==> config.mk <==
export PLATFORM = sky130hd
export DESIGN_NAME = pulse_count_unit
export DESIGN_NICKNAME = d
export VERILOG_FILES = /design/src/rtl/pcu_pkg.sv /design/src/rtl/pcu_filter.sv /design/src/rtl/pcu_chan.sv /design/src/rtl/pulse_count_unit.sv
export SDC_FILE = /design/constraint.sdc
export NUM_CORES = 1
export LEC_CHECK = 0
export ABC_AREA = 1
export ABC_CLOCK_PERIOD_IN_PS = 9400
export CAP_MARGIN = 40
export CORE_UTILIZATION = 55
export CTS_BUF_LIST = sky130_fd_sc_hd__clkbuf_8 sky130_fd_sc_hd__clkbuf_16
export DETAILED_ROUTE_END_ITERATION = 8
export GPL_TIMING_DRIVEN = 1
export PLACE_DENSITY = 0.77
export SYNTH_ARGS = -nofsm -noshare
export SYNTH_HDL_FRONTEND = slang
export SYNTH_SLANG_ARGS = --single-unit
==> constraint.sdc <==
create_clock -name clk_i -period 9.4 [get_ports clk_i]
set_input_delay 1.41 -clock clk_i [delete_from_list [all_inputs] [get_ports clk_i]]
set_output_delay 1.41 -clock clk_i [all_outputs]
set_load 0.1 [all_outputs]
==> src/rtl/pcu_pkg.sv <==
package pcu_pkg;
  typedef logic signed [1:0] step_t;

  localparam logic [1:0] EDGE_INC = 2'd1;
  localparam logic [1:0] EDGE_DEC = 2'd2;
  localparam logic [1:0] LVL_FLIP = 2'd1;

  // codes 0 and 3 give no step
  function automatic step_t edge_step(input logic [1:0] mode);
    case (mode)
      EDGE_INC: edge_step = 2'sd1;
      EDGE_DEC: edge_step = -2'sd1;
      default:  edge_step = 2'sd0;
    endcase
  endfunction
endpackage

==> src/rtl/pcu_filter.sv <==
module pcu_filter #(
  parameter int THR_W = 10
) (
  input  logic             clk_i,
  input  logic             rst_ni,
  input  logic             raw_i,
  input  logic             en_i,
  input  logic [THR_W-1:0] thr_i,
  output logic             lvl_o
);
  logic             s1_q, s2_q, lvl_q;
  logic [THR_W-1:0] run_q;
  logic             accept;

  // current sample is run_q+1 consecutive differing samples
  assign accept = ({1'b0, run_q} + (THR_W+1)'(1)) >= {1'b0, thr_i};

  always_ff @(posedge clk_i or negedge rst_ni) begin
    if (!rst_ni) begin
      s1_q  <= 1'b0;
      s2_q  <= 1'b0;
      lvl_q <= 1'b0;
      run_q <= '0;
    end else begin
      s1_q <= raw_i;
      s2_q <= s1_q;
      if (!en_i) begin
        lvl_q <= s2_q;
        run_q <= '0;
      end else if (s2_q == lvl_q) begin
        run_q <= '0;
      end else if (accept) begin
        lvl_q <= s2_q;
        run_q <= '0;
      end else begin
        run_q <= run_q + 1'b1;
      end
    end
  end

  assign lvl_o = lvl_q;
endmodule

==> src/rtl/pcu_chan.sv <==
module pcu_chan
  import pcu_pkg::*;
(
  input  logic       clk_i,
  input  logic       rst_ni,
  input  logic       sig_lvl_i,
  input  logic       ctl_lvl_i,
  input  logic [1:0] rise_mode_i,
  input  logic [1:0] fall_mode_i,
  input  logic [1:0] hi_mode_i,
  input  logic [1:0] lo_mode_i,
  output step_t      step_o
);
  logic  prev_q;
  logic  rise, fall, flip;
  step_t base;

  always_ff @(posedge clk_i or negedge rst_ni) begin
    if (!rst_ni) prev_q <= 1'b0;
    else         prev_q <= sig_lvl_i;
  end

  assign rise = sig_lvl_i & ~prev_q;
  assign fall = ~sig_lvl_i & prev_q;
  assign flip = ctl_lvl_i ? (hi_mode_i == LVL_FLIP) : (lo_mode_i == LVL_FLIP);

  always_comb begin
    if (rise)      base = edge_step(rise_mode_i);
    else if (fall) base = edge_step(fall_mode_i);
    else           base = 2'sd0;
    step_o = flip ? -base : base;
  end
endmodule

==> src/rtl/pulse_count_unit.sv <==
module pulse_count_unit
  import pcu_pkg::*;
#(
  parameter int N_CH  = 2,
  parameter int CNT_W = 16,
  parameter int THR_W = 10
) (
  input  logic              clk_i,
  input  logic              rst_ni,
  input  logic [N_CH-1:0]   sig_i,
  input  logic [N_CH-1:0]   ctl_i,
  input  logic              filt_en_i,
  input  logic [THR_W-1:0]  filt_thr_i,
  input  logic [2*N_CH-1:0] rise_mode_i,
  input  logic [2*N_CH-1:0] fall_mode_i,
  input  logic [2*N_CH-1:0] ctl_hi_mode_i,
  input  logic [2*N_CH-1:0] ctl_lo_mode_i,
  input  logic              clear_i,
  input  logic              pause_i,
  output logic [CNT_W-1:0]  count_o
);
  localparam int SUM_W = $clog2(N_CH + 1) + 1;

  logic [N_CH-1:0]          sig_lvl, ctl_lvl;
  step_t                    step [N_CH];
  logic signed [SUM_W-1:0]  sum;
  logic [CNT_W-1:0]         count_q;

  for (genvar c = 0; c < N_CH; c++) begin : g_ch
    pcu_filter #(.THR_W(THR_W)) u_sig_filt (
      .clk_i, .rst_ni, .raw_i(sig_i[c]), .en_i(filt_en_i),
      .thr_i(filt_thr_i), .lvl_o(sig_lvl[c])
    );
    pcu_filter #(.THR_W(THR_W)) u_ctl_filt (
      .clk_i, .rst_ni, .raw_i(ctl_i[c]), .en_i(filt_en_i),
      .thr_i(filt_thr_i), .lvl_o(ctl_lvl[c])
    );
    pcu_chan u_chan (
      .clk_i, .rst_ni,
      .sig_lvl_i  (sig_lvl[c]),
      .ctl_lvl_i  (ctl_lvl[c]),
      .rise_mode_i(rise_mode_i[2*c+:2]),
      .fall_mode_i(fall_mode_i[2*c+:2]),
      .hi_mode_i  (ctl_hi_mode_i[2*c+:2]),
      .lo_mode_i  (ctl_lo_mode_i[2*c+:2]),
      .step_o     (step[c])
    );
  end

  always_comb begin
    sum = '0;
    for (int c = 0; c < N_CH; c++) begin
      sum = sum + {{(SUM_W-2){step[c][1]}}, step[c]};
    end
  end

  // clear > pause > count
  always_ff @(posedge clk_i or negedge rst_ni) begin
    if (!rst_ni)      count_q <= '0;
    else if (clear_i) count_q <= '0;
    else if (!pause_i)
      count_q <= count_q + {{(CNT_W-SUM_W){sum[SUM_W-1]}}, sum};
  end

  assign count_o = count_q;
endmodule

After elaboration in Yosys (flattened, before gate mapping)
Cells that the tools add are included.
{"block": "classes", "n_reduce_logical": 4, "n_div": 0, "n_lt_le_gt_ge": 4, "shift": 0, "n_eq_ne": 25, "add_sub_neg": 12, "n_mux": 38, "mul": 0, "n_bitwise": 8}
{"cell": "two-way mux 10 bit", "count": 12}
{"cell": "adder 10 x 1 -> 11 bit, second input constant", "count": 4}
{"cell": "greater-or-equal comparator 11 x 10 -> 1 bit", "count": 4}
{"cell": "adder 10 x 1 -> 10 bit, second input constant", "count": 4}
{"cell": "two-way mux 16 bit", "count": 2}
{"cell": "adder 16 bit", "count": 1}
{"cell": "equality test 2 x 1 -> 1 bit, second input constant", "count": 8}
{"cell": "one-hot mux 2 bit (2 select lines)", "count": 4}
{"cell": "two-way mux 1 bit", "count": 14}
{"cell": "two-way mux 2 bit", "count": 6}
{"cell": "inequality test 2 bit, second input constant", "count": 5}
{"cell": "equality test 2 bit, second input constant", "count": 4}
{"cell": "inequality test 2 x 1 -> 1 bit, second input constant", "count": 4}
{"cell": "AND reduction 2 bit", "count": 4}
{"cell": "bitwise AND 1 bit", "count": 4}
{"cell": "equality test 1 bit", "count": 4}
{"cell": "negation 2 bit", "count": 2}
{"cell": "NOT 1 bit", "count": 4}
{"cell": "adder 2 x 2 -> 3 bit", "count": 1}
{"block": "word_totals", "regBits": 70, "word_cells": 110, "memories": 0, "in_bits": 35, "romBits": 0, "ram_bits": 0, "latch_bits": 0, "out_inout_bits": 16}

Depth between registers and ports, before layout
{"block": "logic_depth", "word_depth": 10, "ltp_mapped": 17}

Hierarchy
Synthesis repeated with hierarchy kept, for this count alone.
{"block": "unflattened", "cells_unflattened": 790, "area_unflattened_um2": 5606.6}
{"mod": "pcu_filter (g_ch[0].u_ctl_filt ...)", "area_each_um2": 954.7, "cells_per_inst": 119, "instances": 2}
{"mod": "pcu_filter (g_ch[0].u_sig_filt ...)", "area_each_um2": 908.4, "cells_per_inst": 125, "instances": 2}
{"mod": "pulse_count_unit", "area_each_um2": 1585.3, "cells_per_inst": 250, "instances": 1}
{"mod": "pcu_chan", "area_each_um2": 147.6, "cells_per_inst": 26, "instances": 2}

Worst setup path before layout
OpenSTA, ideal clock, no wires.
{"block": "synth_timing", "kind": "input-to-reg", "startpoint": "input fall_mode_i[0]", "endpoint": "register count_q[14], in the netlist count_o[14]", "arrival_time_ns": 4.007, "path_slack_ns": 5.273, "cell_stages": 14, "cell_sequence": "inv_1 -> ha_1 -> o22ai_2 -> nand2_1 -> xor2_1 -> inv_1 -> fa_1 -> ha_1 -> a21oi_1 -> o21ai_0 -> a21oi_1 -> nand3_1 -> nand3_1 -> nand2_1"}
{"block": "synth_via", "elab_chain_cells": 10, "elab_cells_between_ends": 11, "classes_between": "add/sub (3); eq/ne (2); mux (6)"}
{"element": "start: declaration", "line": "pulse_count_unit.sv:15", "source": "input logic [2*N_CH-1:0] fall_mode_i,"}
{"element": "equality test 2 bit / equality test 2 x 1 -> 1 bit (equally long branches)", "line": "pcu_pkg.sv:10", "source": "case (mode)"}
{"element": "one-hot mux 2 bit (2 select lines) *", "line": "pcu_pkg.sv:10"}
{"element": "two-way mux 2 bit *", "line": "pcu_chan.sv:29", "source": "else if (fall) base = edge_step(fall_mode_i);"}
{"element": "two-way mux 2 bit *", "line": "pcu_chan.sv:28", "source": "if (rise) base = edge_step(rise_mode_i);"}
{"element": "negation 2 bit", "line": "pcu_chan.sv:31", "source": "step_o = flip ? -base : base;"}
{"element": "two-way mux 2 bit *", "line": "pcu_chan.sv:31"}
{"element": "adder 2 x 2 -> 3 bit *", "line": "pulse_count_unit.sv:53", "source": "sum = sum + {{(SUM_W-2){step[c][1]}}, step[c]};"}
{"element": "adder 16 bit *", "line": "pulse_count_unit.sv:62", "source": "count_q <= count_q + {{(CNT_W-SUM_W){sum[SUM_W-1]}}, sum};"}
{"element": "two-way mux 16 bit *", "line": "pulse_count_unit.sv:61", "source": "else if (!pause_i)"}
{"element": "two-way mux 16 bit *", "line": "pulse_count_unit.sv:60", "source": "else if (clear_i) count_q <= '0;"}
{"element": "end signal: assignment", "line": "pulse_count_unit.sv:62"}
{"element": "end: declaration", "line": "pulse_count_unit.sv:27", "source": "logic [CNT_W-1:0] count_q;"}
Every way passes the cells marked *; elsewhere a longest branch is shown, timed or not. The select of a mux whose other input is x is not followed.
A chain may end at the register's enable or synchronous reset.

Final worst setup path
{"block": "layout_timing", "startpoint": "input fall_mode_i[0]", "endpoint": "register count_q[9], in the netlist count_o[9]"}
The elaborated chain is that of the path after synthesis.

==> out/results.ini <==
[floorplanning]
core_mm2 = 0.00924
die_area_mm2 = 0.00995
io-pin-count = 51
rows = 35
start_util_pct = 56.8
die_w_um = 99.7
die_h_um = 99.7

[power]
swShare_pct = 38.8
combPwrFrac_pct = 37.8
p_clk_share_pct = 25.6
p_per_area_mw_per_mm2 = 146
p_leak_uw = 0.00349
pwr-share-seq_pct = 36.6
internal_power_uw = 571
p_total_uw = 932
p_sw_uw = 362
ir_worst_vdd_mv = 0.102

[setup_path]
critical-path-max-stage-delay_ns = 0.72
crit_fanout = 16
crit_arrival_ns = 5.16
crit_family = adder cells
worstPathCellList = clkdlybuf4s50_1, inv_1, ha_1, o22ai_2, nand2_1, xor2_1, inv_1, fa_1, ha_1, a21oi_1, nand2_1, nand2_1, nand3_1, nand2_1, nand3b_1, nand3_1, nand2_1
crit_type = in2reg
critPathRequiredTime_ns = 9.64
crit_path_frequent_cell = nand2_1
setup.worst_path.end_class = register
path_buf_inv = 3
cpMaxStageDelayCell = fa_1
cp-start-kind = primary input

[synth]
synth_cells = 674
synth_seq_cells = 70
synth_top_cell_area_share_pct = 33.3
ys_types = 39
netlist.top_cell.by_area = dfrtp_1
ys_warn_count = 0
ys.flop_type = dfrtp_1
syn_nets = 778
synth_edf_count = 0
netlist_area_mm2 = 0.00525
synth.area.top_cells = dfrtp_1 33%, ha_1 16%, nand2_1 12%
synth.yosys.seq_area_share_pct = 33.3
synth-async-reset-ratio_pct = 100
synth_common_cells = 174 x nand2_1, 108 x inv_1, 70 x dfrtp_1
yosysMostFrequentCell = nand2_1
syn_area_per_cell_um2 = 7.79

[place]
place_congestion = 0.917
postPlaceCellArea_mm2 = 0.00617
port_buffers = 50
dp_slack_ns = 4.14
dp_hpwl_um = 8980

[cts]
clock_path_buffers = 2
root_buffer = clkbuf_8
cts_sinks = 70
hold_buffers = 0
cts-resized-gates = 0
clkTransAtPathRegs_ns = 0.08
htreeDepth = 3
cts_tree = done
postCtsSetupRepairBufs = 0
cts_buffers = 9
clock_latency_ns = 0.35

[detailed_routing]
drt_first_pass_iters = 5
initialDrtViolationCount = 182
wirelength_um = 11400
viasPerCell = 5.12
postRouteAntennaNets = 0
via_count = 4527
drc = 0
wl_per_cell_um = 12.9

[cells_and_area]
nets = 856
final_area_mm2 = 0.00637
fillerInstances = 716
syn_to_final_growth_pct = 21.2
antenna_cells = 0
utilization_pct = 68.9
drive_gt1_share_pct = 10.6

[sta]
slew_viol_final = 0
rsz0062_at_grt = no
setup_tns_ns = 0
fmax_mhz = 203
setup_violations = 0
period_needed_ns = 4.92
fin_skew_ns = 0.00931
timing.final.crit_share_pct = 52.3
slew_headroom_pct = 57.1
setup_ws_ns = 4.48
hold_viol_final = 0
worst_slew_pin_slew_ns = 0.642

[min_path]
hold_class = reg2reg

[global_route]
grt_pass1_wl_um = 19500
grt_pass1_vias = 4454
grtUsageTotal_pct = 25.0
grt_max_degree = 42
antenna_found_initial = 0
globalRoute.totalOverflow = 0

[run_status]
status = completed

[flow_run]
cap_violations = 0

[logic make-up after synthesis]
| family | synth area share [%] |
|---|---|
| AO/OA/AOI/OAI | 6.81 |
| XOR/XNOR | 6.17 |
| adder cells (fa/ha/maj) | 16.9 |
| buffers and inverters | 8.77 |
| flip-flops | 33.3 |
| AND/OR/NAND/NOR | 28.0 |
[metal layers]
layer,global-route usage (%),part of all wire [%],vias to the layer above
li1,-,-,2301
met1,31.1,46,2117
met2,43.2,48,88
met3,4.50,3.8,21
met4,9.50,2.1,0
met5,0,0,-
[power by group through the flow]
stage | combinational (µW) | clock (µW) | sequential [µW]
5_1_grt | 386 | 257 | 344
2_1_floorplan | 140 | 0 | 428
4_1_cts | 353 | 243 | 341
6_report | 352 | 239 | 341
3_3_place_gp | 302 | 0 | 345
3_5_place_dp | 352 | 0 | 347
[worst reg2reg max path, stage by stage (launching register included)]
cell and delay (ns):
dfrtp_1 0.44, inv_2 0.06, or2_1 0.23, o22ai_2 0.21
nand2_1 0.13, xor2_1 0.38, inv_1 0.13, fa_1 0.72
ha_1 0.47, a21oi_1 0.16, nand2_1 0.13, nand2_1 0.09
nand3_1 0.13, nand2_1 0.11, nand3b_1 0.09, nand3_1 0.09
nand2_1 0.05
[metrics by stage]
| stage | instances | hold slack [ns] |
|---|---|---|
| 5_1_grt | 885 | 0.361 |
| 4_1_cts | 884 | 0.353 |
| 6_report | 885 | 0.352 |
| 2_1_floorplan | 674 | 0.331 |
| 3_3_place_gp | 851 | 0.332 |
| 3_5_place_dp | 869 | 0.338 |
[cell usage in the layout, fill, tap and decap left out, types with 2 or more instances in the layout]
| cell type | synthesis | layout |
|---|---|---|
| nand3_2 | 6 | 6 |
| xor2_1 | 32 | 32 |
| clkdlybuf4s50_1 | 0 | 49 |
| buf_8 | 0 | 15 |
| o32ai_1 | 2 | 2 |
| inv_1 | 108 | 108 |
| nor3_4 | 2 | 2 |
| clkbuf_8 | 0 | 9 |
| a21o_1 | 4 | 4 |
| nor2_1 | 56 | 56 |
| buf_4 | 0 | 2 |
| nand2_2 | 4 | 4 |
| nand3b_1 | 5 | 5 |
| nor3_2 | 2 | 2 |
| or2_1 | 2 | 2 |
| fa_1 | 3 | 3 |
| inv_2 | 7 | 7 |
| nor3_1 | 6 | 6 |
| ha_1 | 66 | 66 |
| clkinvlp_4 | 0 | 2 |
| o21ai_0 | 16 | 16 |
| a21oi_1 | 29 | 29 |
| nor2_2 | 13 | 13 |
| nand2_1 | 174 | 174 |
| o22ai_2 | 2 | 2 |
| nand4_1 | 13 | 13 |
| clkinv_2 | 0 | 2 |
| o21ai_1 | 3 | 3 |
| nand3_1 | 34 | 34 |
| dfrtp_1 | 70 | 70 |
[final cells by class]
class / instances / area, µm² / share of cell area, %
repair buffers: 70 / 795 / 12.5
flip-flops and latches: 70 / 1750 / 27.5
multi-input cells: 486 / 3040 / 47.8
inverters: 115 / 432 / 6.78
clock buffers: 9 / 124 / 1.95
clock inverters: 6 / 63.8 / 1.00
well taps: 129 / 161 / 2.53
[final timing paths]
kind | cells after the start | from | slack (ns) | to
max in group asynchronous | 3 | rst_ni | 7.77 | g_ch[1].u_ctl_filt.run_q[1]$_DFF_PN0_
min in group asynchronous | 2 | rst_ni | 1.07 | g_ch[0].u_ctl_filt.run_q[6]$_DFF_PN0_
min | 0 | g_ch[1].u_sig_filt.s1_q$_DFF_PN0_ | 0.35 | g_ch[1].u_sig_filt.s2_q$_DFF_PN0_
max reg2reg | 16 | g_ch[0].u_sig_filt.lvl_o$_DFFE_PN0P_ | 5.68 | count_o[9]$_DFFE_PN0P_
min reg2reg | 0 | g_ch[1].u_sig_filt.s1_q$_DFF_PN0_ | 0.35 | g_ch[1].u_sig_filt.s2_q$_DFF_PN0_
max | 17 | fall_mode_i[0] | 4.48 | count_o[9]$_DFFE_PN0P_
[state kept, by name, indices dropped and copies added (netlist names)]
name and flops:
g_ch.u_ctl_filt.run_q 20, g_ch.u_sig_filt.run_q 20, count_o 16, g_ch.u_chan.prev_q 2, g_ch.u_ctl_filt.lvl_o 2, g_ch.u_ctl_filt.s1_q 2
g_ch.u_ctl_filt.s2_q 2, g_ch.u_sig_filt.lvl_o 2, g_ch.u_sig_filt.s1_q 2, g_ch.u_sig_filt.s2_q 2
(Power assumes the default switching activity.)
